<file path="src/rtl/bus_own_pkg.sv">
// Shared types for the bus ownership controller.
package bus_own_pkg;

    // Controller states; encoding is free, nothing outside decodes it.
    typedef enum logic [2:0] {
        ST_IDLE,
        ST_ADDRESS,
        ST_DATA,
        ST_HOLD_WAIT,
        ST_HELD,
        ST_BACKED_OFF
    } bus_state_e;

endpackage

</file>
<file path="src/rtl/takeover_prio.sv">
// takeover_prio: resolves the three system takeover inputs into exclusive
// winners. Back-off beats hold, hold beats address hold.
// Assumes all inputs are synchronous to the bus clock.
module takeover_prio (
    input  logic sys_addr_hold,
    input  logic sys_backoff,
    input  logic sys_hold,
    output logic boff_win,
    output logic hold_win,
    output logic ahold_win,
    output logic any_win
);

    // Fixed-priority resolution of takeover requests.
    always_comb begin
        boff_win  = sys_backoff;
        hold_win  = sys_hold && !sys_backoff;
        ahold_win = sys_addr_hold && !sys_hold && !sys_backoff;
        any_win   = sys_backoff || sys_hold || sys_addr_hold;
    end

endmodule

</file>
<file path="src/rtl/phase_counter.sv">
// phase_counter: counts qualified events within one bus phase and flags the
// last one. Cleared whenever the owning phase is not active.
// Assumes clr and adv are never needed in the same clock.
module phase_counter #(
    parameter int LIMIT = 4
) (
    input  logic clk,
    input  logic rst_n,
    input  logic clr,
    input  logic adv,
    output logic at_last
);

    localparam int CW = (LIMIT > 1) ? $clog2(LIMIT) : 1;
    localparam logic [CW-1:0] LAST = CW'(LIMIT - 1);

    logic [CW-1:0] cnt;

    // Event counter: clear outside the phase, step on each qualified event.
    always_ff @(posedge clk) begin
        if (!rst_n)   cnt <= '0;
        else if (clr) cnt <= '0;
        else if (adv) cnt <= cnt + 1'b1;
    end

    // Last-event flag for the current count.
    always_comb at_last = (cnt == LAST);

endmodule

</file>
<file path="src/rtl/bus_own_ctrl.sv">
// bus_own_ctrl: processor-side bus ownership controller. Runs one bus cycle
// at a time (ADDR_LEN address clocks, then BEATS ready-qualified beats) and
// gives the bus up to system logic through address hold, back-off or hold.
// Assumes the core holds cyc_req until cyc_done and keeps it high after an
// abort when the cycle is to be rerun.
module bus_own_ctrl #(
    parameter int ADDR_LEN = 2,
    parameter int BEATS    = 4
) (
    input  logic clk,
    input  logic rst_n,
    input  logic cyc_req,
    input  logic data_rdy,
    input  logic sys_addr_hold,
    input  logic sys_backoff,
    input  logic sys_hold,
    output logic bus_req,
    output logic addr_oe,
    output logic data_oe,
    output logic cyc_start,
    output logic cyc_done,
    output logic cyc_abort,
    output logic hold_ack
);
    import bus_own_pkg::*;

    bus_state_e st, st_nxt;
    logic boff_w, hold_w, ahold_w, any_w;
    logic addr_last, beat_last;
    logic in_addr, in_data, in_cycle;

    takeover_prio u_prio (
        .sys_addr_hold (sys_addr_hold),
        .sys_backoff   (sys_backoff),
        .sys_hold      (sys_hold),
        .boff_win      (boff_w),
        .hold_win      (hold_w),
        .ahold_win     (ahold_w),
        .any_win       (any_w)
    );

    // Phase decode shared by counters and outputs.
    always_comb begin
        in_addr  = (st == ST_ADDRESS);
        in_data  = (st == ST_DATA);
        in_cycle = in_addr || in_data;
    end

    phase_counter #(.LIMIT(ADDR_LEN)) u_addr_cnt (
        .clk     (clk),
        .rst_n   (rst_n),
        .clr     (!in_addr),
        .adv     (in_addr && !ahold_w),
        .at_last (addr_last)
    );

    phase_counter #(.LIMIT(BEATS)) u_beat_cnt (
        .clk     (clk),
        .rst_n   (rst_n),
        .clr     (!in_data),
        .adv     (in_data && data_rdy && !boff_w),
        .at_last (beat_last)
    );

    // Next-state logic for bus ownership.
    always_comb begin
        st_nxt = st;
        case (st)
            ST_IDLE: begin
                if (boff_w)                  st_nxt = ST_BACKED_OFF;
                else if (hold_w)             st_nxt = ST_HOLD_WAIT;
                else if (!ahold_w && cyc_req) st_nxt = ST_ADDRESS;
            end
            ST_ADDRESS: begin
                if (boff_w)                     st_nxt = ST_BACKED_OFF;
                else if (addr_last && !ahold_w) st_nxt = ST_DATA;
            end
            ST_DATA: begin
                if (boff_w)                      st_nxt = ST_BACKED_OFF;
                else if (data_rdy && beat_last)  st_nxt = hold_w ? ST_HOLD_WAIT : ST_IDLE;
            end
            ST_HOLD_WAIT: begin
                if (boff_w)      st_nxt = ST_BACKED_OFF;
                else if (hold_w) st_nxt = ST_HELD;
                else             st_nxt = ST_IDLE;
            end
            ST_HELD: begin
                if (boff_w)        st_nxt = ST_BACKED_OFF;
                else if (!sys_hold) st_nxt = ST_IDLE;
            end
            ST_BACKED_OFF: begin
                if (!sys_backoff) st_nxt = ST_IDLE;
            end
            default: st_nxt = ST_IDLE;
        endcase
    end

    // State register.
    always_ff @(posedge clk) begin
        if (!rst_n) st <= ST_IDLE;
        else        st <= st_nxt;
    end

    // Bus enables, core pulses and grant output.
    always_comb begin
        bus_req   = cyc_req || in_cycle;
        addr_oe   = in_cycle && !boff_w && !ahold_w;
        data_oe   = in_data && !boff_w;
        cyc_start = (st == ST_IDLE) && cyc_req && !any_w;
        cyc_done  = in_data && data_rdy && beat_last && !boff_w;
        cyc_abort = in_cycle && boff_w;
        hold_ack  = (st == ST_HELD);
    end

endmodule

</file>
<file path="config.mk">
export PLATFORM = sky130hd
export DESIGN_NAME = bus_own_ctrl
export DESIGN_NICKNAME = d
export VERILOG_FILES = /design/src/rtl/bus_own_pkg.sv /design/src/rtl/takeover_prio.sv /design/src/rtl/phase_counter.sv /design/src/rtl/bus_own_ctrl.sv
export SDC_FILE = /design/constraint.sdc
export NUM_CORES = 1
export LEC_CHECK = 0
export BUFFER_PORTS_ARGS = -buffer_cell sky130_fd_sc_hd__clkbuf_2
export CAP_MARGIN = 0
export CORE_MARGIN = 2
export CORE_UTILIZATION = 39
export DETAILED_ROUTE_END_ITERATION = 8
export PLACE_DENSITY = 0.72
export SETUP_SLACK_MARGIN = 0.05
export SLEW_MARGIN = 20
export SYNTH_ARGS = -nofsm -noshare
export SYNTH_HDL_FRONTEND = slang
export SYNTH_HIERARCHICAL = 1
export SYNTH_SLANG_ARGS = --single-unit
</file>
<file path="constraint.sdc">
create_clock -name clk -period 3.4 [get_ports clk]
set_clock_uncertainty 0.2 [all_clocks]
set_input_delay 0 -clock clk [delete_from_list [all_inputs] [get_ports clk]]
set_output_delay 0 -clock clk [all_outputs]
set_load 0.02 [all_outputs]
</file>
==> metrics.md <==
| Metric | Value |
|---|---|
| CTS H-tree lvls | 1 |
| Pin slew with the least headroom to its limit | 439 ps |
| Clock Pin Slew Worst Setup and Hold Paths | 40 ps |
| Min-delay worst type | input pin to flop |
| RD Place Congestion | 0.854 |
| Slew HR | 70.7% |
| Commonest cells after routing, fill and taps aside | 13 x clkbuf_2, 7 x nor2_1, 6 x dfxtp_1, 5 x inv_1 |
| Clock root buffer | clkbuf_4 |
| Drt first pass iters | 3 |
| Yosys synthesis warning count | 6 |
| Largest family of logic cells by synthesized area | simple AND/OR/NAND/NOR gates |
| Status | completed |
| Fillers | 127 |
| Detail Route Antenna Nets | 0 |
| Post-synthesis xor/xnor area fraction | 3.44% |
| Die Y | 40.1 µm |
| Max Cap Violations | 0 |
| Most common cell after layout, fill and taps aside | clkbuf_2 |
| Req. time, crit path | 3340 ps |
| Worst R2R Path Depth | 4 |
| CP startpoint kind | flop |
| CTS tree | built |
| Dpl ws | 1540 ps |
| Post-Synth Simple-Gate Area | 40.0% |
| Hold Fails Final Rpt | 0 |
| Compound-Gate Fraction of Synth Area | 16.0% |
| Syn-to-layout area delta | 17.9% |
| DP HPWL | 814 µm |
| Hold path startpoint | cyc_req |
| CTS Buffer Depth | 2 |
| Post-Syn Area | 509 µm² |
| Initial antenna violation count | 0 |
| Slowest cell on the critical path | dfxtp_1 |
| Critical path class | flop to flop |
| Final TNS setup | 0 ps |
| Synth Area in Adders | 2.46% |
| Synth Net Count | 70 |
| RR Endpoint | st[1]$_SDFFE_PN0P_ |
| Worst Slack Setup Final | 1530 ps |
| First-pass GRT wire length | 1650 µm |
| Layout cells sized above 1 | 28.9% |
| Leak Pwr | 0.275 nW |
| #FFs+latches synth | 6 |
| Crit-path cells | or3b_4, a211o_1, and3_4, a41o_1 |
| Mux cell area share after synthesis | 3.93% |
| Pwr/cell area | 391 mW/mm² |
| Initial core utilization | 40.7% |
| Crit path from | st[0]$_SDFFE_PN0P_ |
| PortBufs | 13 |
| CTS sink count | 6 |
| CP max FO | 9 |
| Final Max Slew Viols | 0 |
| Routed len/inst | 11.3 µm |
| DRC | 0 |
| Max IR drop VDD | 194 µV |
| RSZ-0062 raised after global routing | no |
| CP arrival | 1810 ps |
| Core Area | 0.00125 mm² |
| Via count | 473 |
| Nets | 86 |
| Final period util | 55.0% |
| Via density | 5.20 |
| R2R Path Start | st[0]$_SDFFE_PN0P_ |
| CTS buffer count | 3 |
| Post-Synthesis Cells | 62 |
| WL final | 1030 µm |
| Die area | 0.00161 mm² |
| DR iter-0 viols | 5 |
| Setup Viol. Count Final | 0 |
| IO Count | 14 |
| N_diodes | 0 |
| Row cnt | 13 |
| Min cycle time layout | 1870 ps |
| Critical path endpoint | st[1]$_SDFFE_PN0P_ |
| Largest net degree at the start of global routing | 16 |
| Util after Layout | 48.0% |
| Post-CTS Setup Inserts | 0 |
| Grt ovf | 0 |
| Total power draw | 0.235 mW |
| Post-synthesis sequential area ratio | 23.6% |
| Die width | 40.1 µm |
| Syn avg cell area | 8.21 µm² |
| R2r setup slk | 1530 ps |
| Gr usage total | 15.9% |
| Vias in the first global route | 416 |
| Maximum clock frequency | 0.534 GHz |
| Worst-Skew Late Latency | 240 ps |
| Synth cell types | 33 |
| CP Capture Type | flop |
| Critical path's largest stage delay | 460 ps |
-- timing repair --
item / in CTS / in global routing
endpoints found under the hold margin: 6 / 0
hold buffers: 2 / 0
gates resized for setup: 0 / 0
-- final cells by class --
type | instances | area [µm²] | share of cell area, %
clock buffer | 3 | 22.5 | 3.75
tap | 15 | 18.8 | 3.13
sequential | 6 | 120 | 20.0
multi-input combinational | 47 | 335 | 55.8
inverter | 5 | 18.8 | 3.13
timing repair buffer | 15 | 85.1 | 14.2
-- Yosys cell counts, drive strengths merged --
| master | number | area [µm²] |
|---|---|---|
| dfxtp | 6 | 120 |
| nor2b | 3 | 18.8 |
| a41o | 1 | 10.0 |
| and2 | 2 | 12.5 |
| nand2b | 3 | 21.3 |
| a211o | 2 | 17.5 |
| a22oi | 1 | 7.51 |
| mux2i | 2 | 20.0 |
| nor4b | 1 | 15.0 |
| and3b | 1 | 8.76 |
| or3b | 2 | 20.0 |
| inv | 5 | 18.8 |
| nor3 | 3 | 15.0 |
| nor3b | 2 | 20.0 |
| nand2 | 3 | 11.3 |
| a32oi | 1 | 8.76 |
| and3 | 3 | 23.8 |
| a31oi | 1 | 6.26 |
| ha | 1 | 12.5 |
| buf | 4 | 35.0 |
| nor2 | 7 | 26.3 |
| o22ai | 1 | 6.26 |
| nand3 | 1 | 5.00 |
| xnor2 | 2 | 17.5 |
| a21oi | 2 | 10.0 |
| a221oi | 1 | 15.0 |
| or3 | 1 | 6.26 |
-- where the power goes --
group          switching [mW]  internal (mW)  total, mW  leakage [nW]
combinational          0.0448         0.0380     0.0827         0.212
sequential             0.0106         0.0761     0.0866        0.0491
clock                  0.0254         0.0399     0.0653        0.0138
-- flip-flops by register name, summed over array words and instances (netlist names) --
| signal | cells |
|---|---|
| st | 3 |
| u_beat_cnt/cnt | 2 |
| u_addr_cnt/at_last | 1 |
-- metrics by stage --
| step | cells | hold slack (ps) | area [µm²] |
|---|---|---|---|
| 2_1_floorplan | 62 | -54.8 | 509 |
| 3_3_place_gp | 86 | 112 | 558 |
| 3_5_place_dp | 86 | 102 | 558 |
| 4_1_cts | 91 | 33.4 | 601 |
| 5_1_grt | 91 | 74.1 | 601 |
| 6_report | 91 | 47.5 | 601 |
-- worst min-delay path by stage --
stage | end | slack (ps) | depth (start not counted)
finish | st[0]$_SDFFE_PN0P_ | 50 | 5
global route | st[0]$_SDFFE_PN0P_ | 70 | 5
CTS | st[0]$_SDFFE_PN0P_ | 30 | 5
detailed placement | st[0]$_SDFFE_PN0P_ | 100 | 3
global placement | st[0]$_SDFFE_PN0P_ | 110 | 3
floorplan | st[0]$_SDFFE_PN0P_ | -50 | 2
-- layer usage --
layer / vias to the layer above / global-route usage, % / part of all wire [%]
met5: - / 0 / 0
met4: 0 / 17.2 / 5.3
met3: 8 / 2.22 / 5.7
met2: 16 / 23.4 / 43
met1: 203 / 18.6 / 46
li1: 246 / - / -
-- cells by family after synthesis --
| kind of cell | after synthesis |
|---|---|
| AND/OR/NAND/NOR | 32 |
| AO/OA/AOI/OAI | 10 |
| buffers and inverters | 9 |
| flip-flops | 6 |
| XOR/XNOR | 2 |
| multiplexers | 2 |
| adder cells (fa/ha/maj) | 1 |
-- worst max-delay path: cells and delay by family (launching register included) --
family           cells  cell delay [ps]
AND/OR/NAND/NOR      2              600
AO/OA/AOI/OAI        2              500
flip-flops           1              460
(Power assumes the default switching activity.)
